[src/rtl/dacif_pkg.sv]
package dacif_pkg;
  typedef enum logic [1:0] {
    CMD_WR_STAGE = 2'b00,
    CMD_WR_BOTH  = 2'b01,
    CMD_LOAD_ALL = 2'b10,
    CMD_NOP      = 2'b11
  } cmd_e;

  typedef struct packed {
    cmd_e        cmd;
    logic [2:0]  addr;
    logic [2:0]  spare;
    logic [15:0] data;
  } frame_t;

  localparam int FRAME_BITS = $bits(frame_t);
  localparam int FIELD_W    = 16;
  localparam logic [2:0] ADDR_ALL = 3'b111;
endpackage

[src/rtl/dacif_sync.sv]
module dacif_sync #(
  parameter int         W      = 5,
  parameter int         STAGES = 2,
  parameter logic [W-1:0] INIT = '0
) (
  input  logic         clk,
  input  logic         rst,
  input  logic [W-1:0] pins,
  output logic [W-1:0] level,
  output logic [W-1:0] fall
);
  logic [W-1:0] stage_q [STAGES];
  logic [W-1:0] prev_q;

  always_ff @(posedge clk) begin
    if (rst) stage_q[0] <= INIT;
    else     stage_q[0] <= pins;
  end

  for (genvar s = 1; s < STAGES; s++) begin : g_stage
    always_ff @(posedge clk) begin
      if (rst) stage_q[s] <= INIT;
      else     stage_q[s] <= stage_q[s-1];
    end
  end

  always_ff @(posedge clk) begin
    if (rst) prev_q <= INIT;
    else     prev_q <= stage_q[STAGES-1];
  end

  assign level = stage_q[STAGES-1];
  assign fall  = prev_q & ~level;
endmodule

[src/rtl/dacif_frame_rx.sv]
module dacif_frame_rx
  import dacif_pkg::*;
#(
  parameter int NBITS = FRAME_BITS
) (
  input  logic             clk,
  input  logic             rst,
  input  logic             frame_lvl,
  input  logic             sclk_fall,
  input  logic             sdata_lvl,
  input  logic             clr_fall,
  output logic             commit,
  output logic [NBITS-1:0] word
);
  localparam int CW = $clog2(NBITS);
  localparam logic [CW-1:0] LAST = CW'(NBITS - 1);

  logic [NBITS-2:0] shreg_q;
  logic [CW-1:0]    cnt_q;
  logic             blocked_q;
  logic             take;

  assign take   = sclk_fall && !frame_lvl && !blocked_q && !clr_fall;
  assign commit = take && (cnt_q == LAST);
  assign word   = {shreg_q, sdata_lvl};

  always_ff @(posedge clk) begin
    if (rst || frame_lvl) begin
      cnt_q     <= '0;
      blocked_q <= 1'b0;
      shreg_q   <= '0;
    end else if (clr_fall) begin
      cnt_q     <= '0;
      blocked_q <= 1'b1;
    end else if (take) begin
      shreg_q <= word[NBITS-2:0];
      cnt_q   <= commit ? '0 : cnt_q + 1'b1;
      if (commit) blocked_q <= 1'b1;
    end
  end


  cnt_limit_chk: assert property (@(posedge clk) disable iff (rst)
    cnt_q <= LAST);


  commit_in_frame_chk: assert property (@(posedge clk) disable iff (rst)
    commit |-> !frame_lvl);


  idle_count_chk: assert property (@(posedge clk) disable iff (rst)
    frame_lvl |=> (cnt_q == '0));


  clear_blocks_chk: assert property (@(posedge clk) disable iff (rst)
    (clr_fall && !frame_lvl) |=> !commit);
endmodule

[src/rtl/dacif_regbank.sv]
module dacif_regbank
  import dacif_pkg::*;
#(
  parameter int NCH       = 2,
  parameter int DATA_W    = 16,
  parameter bit RESET_MID = 1'b0
) (
  input  logic                  clk,
  input  logic                  rst,
  input  logic                  commit,
  input  frame_t                word,
  input  logic                  load_lvl,
  input  logic                  load_fall,
  input  logic                  clr_fall,
  output logic [NCH*DATA_W-1:0] codes,
  output logic                  clear_active
);
  localparam logic [DATA_W-1:0] RST_CODE =
    RESET_MID ? {1'b1, {(DATA_W-1){1'b0}}} : '0;

  logic [DATA_W-1:0] stage_q [NCH];
  logic [DATA_W-1:0] dac_q   [NCH];
  logic [DATA_W-1:0] new_code;
  logic              unused_bits;

  assign new_code    = word.data[FIELD_W-1 -: DATA_W];
  assign unused_bits = ^{word.spare, word.data};

  for (genvar ch = 0; ch < NCH; ch++) begin : g_ch
    logic hit, wr_stage, wr_dac, copy;
    assign hit      = commit && ((word.addr == ADDR_ALL) || (word.addr == 3'(ch)));
    assign wr_stage = hit && ((word.cmd == CMD_WR_STAGE) || (word.cmd == CMD_WR_BOTH));
    assign wr_dac   = hit && ((word.cmd == CMD_WR_BOTH) ||
                              ((word.cmd == CMD_WR_STAGE) && !load_lvl));
    assign copy     = (commit && (word.cmd == CMD_LOAD_ALL)) || load_fall;

    always_ff @(posedge clk) begin
      if (rst || clr_fall) begin
        stage_q[ch] <= RST_CODE;
        dac_q[ch]   <= RST_CODE;
      end else begin
        if (wr_stage) stage_q[ch] <= new_code;
        if (wr_dac)    dac_q[ch] <= new_code;
        else if (copy) dac_q[ch] <= stage_q[ch];
      end
    end

    assign codes[ch*DATA_W +: DATA_W] = dac_q[ch];


    clear_code_chk: assert property (@(posedge clk) disable iff (rst)
      clr_fall |=> (dac_q[ch] == RST_CODE) && (stage_q[ch] == RST_CODE));


    hold_dac_chk: assert property (@(posedge clk) disable iff (rst)
      !(commit || load_fall || clr_fall) |=> $stable(dac_q[ch]));
  end

  always_ff @(posedge clk) begin
    if (rst)           clear_active <= 1'b0;
    else if (clr_fall) clear_active <= 1'b1;
    else if (commit)   clear_active <= 1'b0;
  end


  clear_exit_chk: assert property (@(posedge clk) disable iff (rst)
    $fell(clear_active) |-> $past(commit));


  clear_enter_chk: assert property (@(posedge clk) disable iff (rst)
    clr_fall |=> clear_active);
endmodule

[src/rtl/dual_dac_loader.sv]
module dual_dac_loader
  import dacif_pkg::*;
#(
  parameter int DATA_W      = 16,
  parameter bit RESET_MID   = 1'b0,
  parameter int SYNC_STAGES = 2
) (
  input  logic              clk,
  input  logic              rst,
  input  logic              frame_n,
  input  logic              ser_clk,
  input  logic              ser_data,
  input  logic              load_n,
  input  logic              clear_n,
  output logic [DATA_W-1:0] code_a,
  output logic [DATA_W-1:0] code_b,
  output logic              clear_active
);
  localparam int NCH = 2;
  localparam int NP  = 5;
  // pin order: clear_n, load_n, frame_n, ser_data, ser_clk
  localparam logic [NP-1:0] PIN_IDLE = 5'b11100;

  logic [NP-1:0]         lvl, fall;
  logic                  commit;
  logic [FRAME_BITS-1:0] word;
  logic [NCH*DATA_W-1:0] codes;
  logic                  unused_pins;

  dacif_sync #(.W(NP), .STAGES(SYNC_STAGES), .INIT(PIN_IDLE)) u_sync (
    .clk   (clk),
    .rst   (rst),
    .pins  ({clear_n, load_n, frame_n, ser_data, ser_clk}),
    .level (lvl),
    .fall  (fall)
  );

  assign unused_pins = ^{lvl[4], lvl[0], fall[2], fall[1]};

  dacif_frame_rx #(.NBITS(FRAME_BITS)) u_rx (
    .clk       (clk),
    .rst       (rst),
    .frame_lvl (lvl[2]),
    .sclk_fall (fall[0]),
    .sdata_lvl (lvl[1]),
    .clr_fall  (fall[4]),
    .commit    (commit),
    .word      (word)
  );

  dacif_regbank #(.NCH(NCH), .DATA_W(DATA_W), .RESET_MID(RESET_MID)) u_regs (
    .clk          (clk),
    .rst          (rst),
    .commit       (commit),
    .word         (frame_t'(word)),
    .load_lvl     (lvl[3]),
    .load_fall    (fall[3]),
    .clr_fall     (fall[4]),
    .codes        (codes),
    .clear_active (clear_active)
  );

  assign code_a = codes[DATA_W-1:0];
  assign code_b = codes[2*DATA_W-1:DATA_W];
endmodule

[config.mk]
export PLATFORM = sky130hd
export DESIGN_NAME = dual_dac_loader
export DESIGN_NICKNAME = d
export VERILOG_FILES = /design/src/rtl/dacif_pkg.sv /design/src/rtl/dacif_sync.sv /design/src/rtl/dacif_frame_rx.sv /design/src/rtl/dacif_regbank.sv /design/src/rtl/dual_dac_loader.sv
export SDC_FILE = /design/constraint.sdc
export NUM_CORES = 1
export LEC_CHECK = 0
export CAP_MARGIN = 20
export CELL_PAD_IN_SITES_DETAIL_PLACEMENT = 2
export CELL_PAD_IN_SITES_GLOBAL_PLACEMENT = 2
export CORE_ASPECT_RATIO = 0.5
export CORE_MARGIN = 8
export CORE_UTILIZATION = 40
export CTS_BUF_LIST = sky130_fd_sc_hd__clkbuf_4 sky130_fd_sc_hd__clkbuf_8
export DETAILED_ROUTE_END_ITERATION = 16
export DONT_BUFFER_PORTS = 1
export GPL_TIMING_DRIVEN = 1
export PLACE_DENSITY_LB_ADDON = 0.1
export SETUP_SLACK_MARGIN = 0.05
export SLEW_MARGIN = 10
export SYNTH_ARGS = -nofsm -noshare
export SYNTH_HDL_FRONTEND = slang
export SYNTH_SLANG_ARGS = --single-unit
[constraint.sdc]
create_clock -name clk -period 5.8 [get_ports clk]
set_input_delay 1.16 -clock clk [delete_from_list [all_inputs] [get_ports clk]]
set_output_delay 1.16 -clock clk [all_outputs]
set_load 0.005 [all_outputs]
==> impl_metrics.ini, run 1 <==
[power_and_ir_drop]
p_comb_share_pct = 2.8
p_leak_nw = 1.46
ir_worst_vdd_mv = 0.117
p_clk_share_pct = 32.3
netSwitchingPower_mw = 0.304
p_per_area_nw_per_um2 = 287
seqPwrFrac_pct = 65.0
p_sw_share_pct = 23.3
internal_power_mw = 1.00

[setup_path]
arrival_ns = 3.44
critPathMaxFanout = 17
path_class = reg -> reg
cp-end-kind = flop
cp.required_ns = 5.81
cp-start-kind = flop

[detailed_routing]
post_drt_wl_per_cell_um = 20.0
wirelength_mm = 10.0
antenna_left = 0
viasPerCell = 5.41
first_iter_violations = 107
drc_errors = 0
vias = 2716
drtPass1Iterations = 4

[yosys]
yosysSeqAreaShare_pct = 65.3
ys.flop_type = edfxtp_1
synthTopCellsByCount = nand2_1 (68), edfxtp_1 (64), dfxtp_1 (43), a21oi_1 (33), and2_1 (32)
yosys.area.top_type = edfxtp_1
avgSynthCellArea_um2 = 11.8
synth-async-reset-ratio_pct = 0
yosys_register_bits = 107
ys_warn_count = 0
synth_area_um2 = 4260
synth_top_area_share_pct = 45.1
yosysUniqueCellTypes = 40
synth_nets = 370
synth_most_common_cell = nand2_1
synth_area_leaders = edfxtp_1 (45%), dfxtp_1 (20%), nand2_1 (6.0%), and2_1 (4.7%), a21oi_1 (3.9%)
synth_cells = 362
synth-edff-count = 64

[die]
fp.dieH_um = 89.0
die_width_um = 162
rows = 26
start_util_pct = 41.5
num_io_pins = 40
coreArea_um2 = 10300
dieArea_um2 = 14400

[cells_and_area]
fill_cells = 1097
final_nets = 365
finalInstanceArea_um2 = 4550
post_layout_nonfiller_instances = 502
antenna_cells = 0
drive_gt1_share_pct = 14.4
area_growth_syn_to_layout_pct = 6.87
fin_util_pct = 44.3

[clocking]
cts_buffers = 9
clk_latency_ns = 0.37
cts_sinks = 107
h-tree-depth = 3
cts_tree = done
cts_resized = 0
clk_pin_slew_ns = 0.10
root_buffer = clkbuf_8
post_cts_buffers = 0
clockBufferDepth = 2
cts_hold_buf = 0

[timing]
max_freq_ghz = 0.291
skew_ns = 0.0114
period_share_pct = 59.2
fin_setup_tns_ns = 0
relSlewSlack_pct = 32.2
rsz0062_at_grt = false
slew_violations = 0
setup_viol_count_final = 0
hold_viol_final = 0
tightest_slew_ns = 1.01
period_needed_ns = 3.43
holdWs_ns = 0.420

[global_routing]
grt_pass1_vias = 2997
grt-ovfl-total = 0
antenna_found_initial = 0
grt.total_usage_pct = 14.8
grt_max_degree = 28
grt_first_pass_wirelength_mm = 16.3

[job]
maxCapViolCount = 0

[place]
placed_area_um2 = 4360
port_buffers = 0
dp.cells = 485
gp_congestion = 0.753
dp_hpwl_mm = 6.90

[run_status]
status = finished clean

[min_path]
holdCritPathClass = reg -> reg
==> critical path, cell delays in order, from the launching register on <==
cell and delay, ns:
dfxtp_1 0.40, or3b_4 0.44, or4_4 0.53, or4_1 0.91
nand3_1 0.77
==> stage by stage <==
step	total power, mW	setup slack (ns)
finish	1.31	2.37
global route	1.36	2.21
CTS	1.32	2.33
detailed placement	0.904	2.39
global placement	0.898	2.51
floorplan	0.886	2.95
==> sequential cells by signal, indices dropped and copies added (netlist names) <==
signal	cells
u_sync.stage_q	10
u_sync.prev_q	3
u_regs.stage_q	32
u_rx.cnt_q	5
u_rx.blocked_q	1
u_regs.clear_active	1
u_rx.shreg_q	23
u_regs.dac_q	32
==> cell families after synthesis <==
group,synth area share [%]
xor gates and xnor gates,0.411
and+or+nand+nor,21.0
adders and majority gates,0.294
DFF,65.3
muxes,0.235
buffers and inverters,2.67
AOI/OAI and AO/OA,10.1
==> layer usage <==
metal	vias to the layer above	GRT usage, %	routed length, µm
met5	-	0	0
met4	0	4.67	161
met3	15	4.60	386
met2	43	27.8	5290
met1	1392	16.0	4200
li1	1266	-	-
==> final cells by class <==
type                       instances  area [µm²]  area share (%)
inverter                           3        11.3           0.247
multi-input combinational        232        1370            30.1
tap                              140         175            3.85
clock inverter                     7        52.6            1.15
timing repair buffer               4        37.5           0.824
sequential                       107        2780            61.1
clock buffer                       9         124            2.72
==> power by group through the flow <==
| stage | Combinational (mW) | Sequential, mW | Clock [mW] |
|---|---|---|---|
| after CTS | 0.0370 | 0.850 | 0.436 |
| after detailed placement | 0.0364 | 0.867 | 0 |
| after global placement | 0.0336 | 0.864 | 0 |
| after floorplan | 0.0266 | 0.860 | 0 |
| final | 0.0359 | 0.848 | 0.422 |
| after global routing | 0.0402 | 0.852 | 0.471 |
==> cells in the final DEF, fill, tap and decap left out, drive strengths merged, types with 8 or more instances in the layout <==
cell type   n
nand3      18
a22o       16
dfxtp      43
nand2      68
nor2b       8
a21oi      42
or2         9
edfxtp     64
clkbuf      9
and2       32
nor3       10
==> worst paths after layout <==
path                            cells past startpoint  slack (ns)                    to            startpoint
worst max-delay path                                4        2.37   u_regs.dac_q[1][12]  u_sync.stage_q[1][2]
worst min-delay path                                1        0.42  u_sync.stage_q[1][3]  u_sync.stage_q[0][3]
worst max register to register                      4        2.37   u_regs.dac_q[1][12]  u_sync.stage_q[1][2]
worst min register to register                      1        0.42  u_sync.stage_q[1][3]  u_sync.stage_q[0][3]
(Power assumes the default switching activity.)
==> inputs of run 2 (changes only) <==
==> constraint.sdc (replaced) <==
create_clock -name clk -period 3.5 [get_ports clk]
set_input_delay 0.7 -clock clk [delete_from_list [all_inputs] [get_ports clk]]
set_output_delay 0.7 -clock clk [all_outputs]
set_load 0.005 [all_outputs]
==> impl_metrics.ini, run 2 (synthesized netlist as in run 1, its figures left out) <==
[min_path]
holdCritPathClass = in -> reg

[die]
rows = 26
fp.dieH_um = 89.0
start_util_pct = 41.5
coreArea_um2 = 10300
die_width_um = 162
dieArea_um2 = 14400
num_io_pins = 40

[run_status]
status = finished clean

[setup_path]
path_class = reg -> reg
crit_buf_inv = 2
crit_family = simple AND/OR/NAND/NOR gates
cp-start-kind = flop
cp-end-kind = flop
path_cells = or3b_4 -> or4_4 -> or4_1 -> buf_4 -> nand3_1 -> buf_4
arrival_ns = 2.88
cp_common_cell = buf_4
cp_slowest_cell = or4_1
critPathMaxFanout = 17
slowest_delay_ns = 0.55
cp.required_ns = 3.58

[job]
maxCapViolCount = 0

[place]
gp_congestion = 0.764
dpl_worst_slack_ns = 0.701
dp_hpwl_mm = 7.00
port_buffers = 0
placed_area_um2 = 4390

[cells_and_area]
fill_cells = 1087
multi_input_area_um2 = 1370
final_nets = 369
drive_gt1_share_pct = 15.3
antenna_cells = 0
fin_util_pct = 44.5
reg_top3 = u_regs.dac_q: 32 flops, u_regs.stage_q: 32 flops, u_rx.shreg_q: 23 flops
layout_common_cells = nand2_1 (68), edfxtp_1 (64), dfxtp_1 (43)
seq_area_um2 = 2780
finalInstanceArea_um2 = 4580
final_common_cell = nand2_1
area_growth_syn_to_layout_pct = 7.40

[clocking]
clockBufferDepth = 2
root_buffer = clkbuf_8
cts_resized = 0
cts_tree = done
cts_sinks = 107
clk_pin_slew_ns = 0.10
clk_latency_ns = 0.38
h-tree-depth = 3
cts_hold_buf = 0
cts_buffers = 9
post_cts_buffers = 0

[global_routing]
antenna_found_initial = 0
grt-ovfl-total = 0
grt.total_usage_pct = 14.7
grt_max_degree = 27
grt_pass1_vias = 2992
grt_first_pass_wirelength_mm = 16.3

[timing]
skew_ns = 0.0116
relSlewSlack_pct = 36.8
slew_violations = 0
period_needed_ns = 2.80
max_freq_ghz = 0.357
hold_viol_final = 0
fin_setup_tns_ns = 0
tightest_slew_ns = 0.945
setup_viol_count_final = 0
period_share_pct = 80.1
rsz0062_at_grt = false
setup_slack_ns = 0.696

[power_and_ir_drop]
p_leak_nw = 1.49
p_clk_share_pct = 33.0
p_comb_share_pct = 2.7
ir_worst_vdd_mv = 0.192
internal_power_mw = 1.67
seqPwrFrac_pct = 64.3
netSwitchingPower_mw = 0.519
total_power_mw = 2.19
p_sw_share_pct = 23.8
p_per_area_nw_per_um2 = 478

[detailed_routing]
drtPass1Iterations = 4
post_drt_wl_per_cell_um = 19.7
vias = 2660
viasPerCell = 5.26
first_iter_violations = 120
antenna_left = 0
wirelength_mm = 9.96
drc_errors = 0
## run 2: cell count changes in the layout (fill, tap and decap cells not counted)
cell / previous run / this run
buf_4: 3 / 8
buf_8: 1 / 0
clkinvlp_2: 1 / 0
inv_8: 0 / 1
nor3_2: 0 / 1
nor3_4: 1 / 0
## run 2: stage by stage
step	hold WS, ns	cells
final	0.377	506
after global routing	0.352	506
after CTS	0.364	506
after detailed placement	0.398	490
after global placement	0.396	490
after floorplan	0.389	362
## run 2: worst paths after layout
check,slack [ns],depth (start not counted),start,endpoint
max,0.70,6,u_sync.stage_q[1][2],u_regs.dac_q[1][1]
min,0.38,1,rst,u_sync.stage_q[0][0]
max reg2reg,0.70,6,u_sync.stage_q[1][2],u_regs.dac_q[1][1]
min reg2reg,0.42,1,u_sync.stage_q[0][2],u_sync.stage_q[1][2]
## run 2: area by class of cell
cell class                 count  share of cell area, %
clock buffer                   9                   2.71
clock inverter                 7                   1.28
inverter                       3                  0.246
multi-input combinational    232                   29.8
sequential                   107                   60.8
tap                          140                   3.83
timing repair buffer           8                   1.31
## run 2: layer usage
| metal | vias up | GRT usage, % | share of wire, % |
|---|---|---|---|
| li1 | 1272 | - | - |
| met1 | 1342 | 16.6 | 45 |
| met4 | 0 | 3.92 | 1.1 |
| met2 | 37 | 27.2 | 51 |
| met5 | - | 0 | 0 |
| met3 | 9 | 4.50 | 3.1 |
## run 2: power groups by stage
stage               clock network [mW]  logic (mW)  registers, mW
finish                           0.721      0.0599           1.41
global route                     0.786      0.0665           1.41
CTS                              0.738      0.0612           1.41
detailed placement                   0      0.0610           1.44
global placement                     0      0.0573           1.43
floorplan                            0      0.0440           1.42
==> inputs of run 3 (changes only) <==
==> constraint.sdc (replaced) <==
create_clock -name clk -period 2.83 [get_ports clk]
set_input_delay 0.566 -clock clk [delete_from_list [all_inputs] [get_ports clk]]
set_output_delay 0.566 -clock clk [all_outputs]
set_load 0.005 [all_outputs]
==> impl_metrics.ini, run 3 (synthesized netlist as in run 1, its figures left out) <==
[run_status]
status = finished clean

[die]
rows = 26
die_width_um = 162
num_io_pins = 40
dieArea_um2 = 14400
coreArea_um2 = 10300
start_util_pct = 41.5
fp.dieH_um = 89.0

[setup_path]
r2r_slack_ns = 0.20
cp.required_ns = 2.87
reg2regPathDepth = 4
arrival_ns = 2.67
cp-start-kind = flop
path_class = reg -> reg
worstReg2RegStart = u_sync.stage_q[1][2]
regToRegEndpoint = u_regs.dac_q[1][12]
cp-end-kind = flop
critPathMaxFanout = 16

[detailed_routing]
antenna_left = 0
met1Wirelength_mm = 4.43
post_drt_wl_per_cell_um = 20.5
drc_errors = 0
wirelength_mm = 10.4
drtPass1Iterations = 4
first_iter_violations = 114
wl_met3_um = 464
vias = 2723
routed.top_layer = met4
viasPerCell = 5.35
wl_met2_mm = 5.42

[timing]
hold_viol_final = 0
fin_setup_tns_ns = 0
setup_viol_count_final = 0
period_needed_ns = 2.63
rsz0062_at_grt = false
slew_violations = 0
skew_ns = 0.00935
holdWs_ns = 0.237
period_share_pct = 92.9
max_freq_ghz = 0.380
tightest_slew_ns = 0.569
relSlewSlack_pct = 62.0

[cells_and_area]
area_growth_syn_to_layout_pct = 7.96
final_nets = 372
layout_common_cells = nand2_1 (68), edfxtp_1 (64), dfxtp_1 (43)
seq_area_um2 = 2780
multi_input_area_um2 = 1370
antenna_cells = 0
fill_cells = 1072
final_common_cell = nand2_1
reg_top3 = u_regs.dac_q: 32 flops, u_regs.stage_q: 32 flops, u_rx.shreg_q: 23 flops
drive_gt1_share_pct = 16.3

[min_path]
holdCritPathClass = in -> reg
min_from = rst
holdPathEnd = u_sync.stage_q[0][1]
hold_path_depth = 1

[clocking]
clk_latency_ns = 0.39
root_buffer = clkbuf_8
clk_pin_slew_ns = 0.10
cts_buffers = 9
post_cts_buffers = 0
h-tree-depth = 3
clockBufferDepth = 2
cts_hold_buf = 0
cts_sinks = 107
cts_tree = done
cts_resized = 0

[place]
gp_congestion = 0.756
dp_hpwl_mm = 7.14
port_buffers = 0

[job]
maxCapViolCount = 0

[global_routing]
grt_first_pass_wirelength_mm = 16.7
grt_max_degree = 26
antenna_found_initial = 0
grt-ovfl-total = 0
grt.total_usage_pct = 15.3
grt_pass1_vias = 3095

[power_and_ir_drop]
ir_worst_vdd_mv = 0.220
p_per_area_nw_per_um2 = 584
p_leak_nw = 1.50
## run 3: area by class of cell
type | count | area share [%]
clock buffers | 9 | 2.69
multi-input cells | 232 | 29.8
well taps | 140 | 3.81
repair buffers | 11 | 1.79
flip-flops and latches | 107 | 60.5
clock inverters | 7 | 1.20
inverters | 3 | 0.245
## run 3: how the worst max path moves through the flow
stage / end / start / cells past startpoint
after floorplan: u_regs.dac_q[1][0] / u_sync.stage_q[1][2] / 6
after global placement: u_regs.dac_q[1][10] / u_sync.stage_q[1][2] / 4
after detailed placement: u_regs.dac_q[1][14] / u_sync.stage_q[1][2] / 4
after CTS: u_regs.dac_q[1][12] / u_sync.stage_q[1][2] / 4
after global routing: u_regs.dac_q[1][7] / u_sync.stage_q[1][2] / 4
final: u_regs.dac_q[1][12] / u_sync.stage_q[1][2] / 4
## run 3: stage by stage
step	power [mW]	util, %	setup slack [ns]	std cells	instance area, µm²
global placement	1.84	43.0	0.276	493	4420
floorplan	1.82	-	0.186	362	4270
CTS	2.72	44.8	0.180	509	4600
finish	2.69	44.8	0.200	509	4600
detailed placement	1.86	43.0	0.199	493	4420
global route	2.80	44.8	0.0929	509	4600
## run 3: worst max-delay path: stages (launching register included)
cell and delay [ns]:
dfxtp_1 0.39, or3b_4 0.43, or4_4 0.54, or4_1 0.57, nand3_2 0.36
## run 3: routing by layer
| layer | GRT usage (%) | vias to the layer above |
|---|---|---|
| li1 | - | 1278 |
| met1 | 16.6 | 1386 |
| met2 | 28.7 | 48 |
| met3 | 4.41 | 11 |
| met4 | 5.00 | 0 |
| met5 | 0 | - |
## run 3: power by group
part | switching, mW | internal, mW | total (mW)
logic | 0.0575 | 0.0204 | 0.0779
registers | 0.0306 | 1.71 | 1.74
clock network | 0.547 | 0.324 | 0.871
total | 0.635 | 2.05 | 2.69
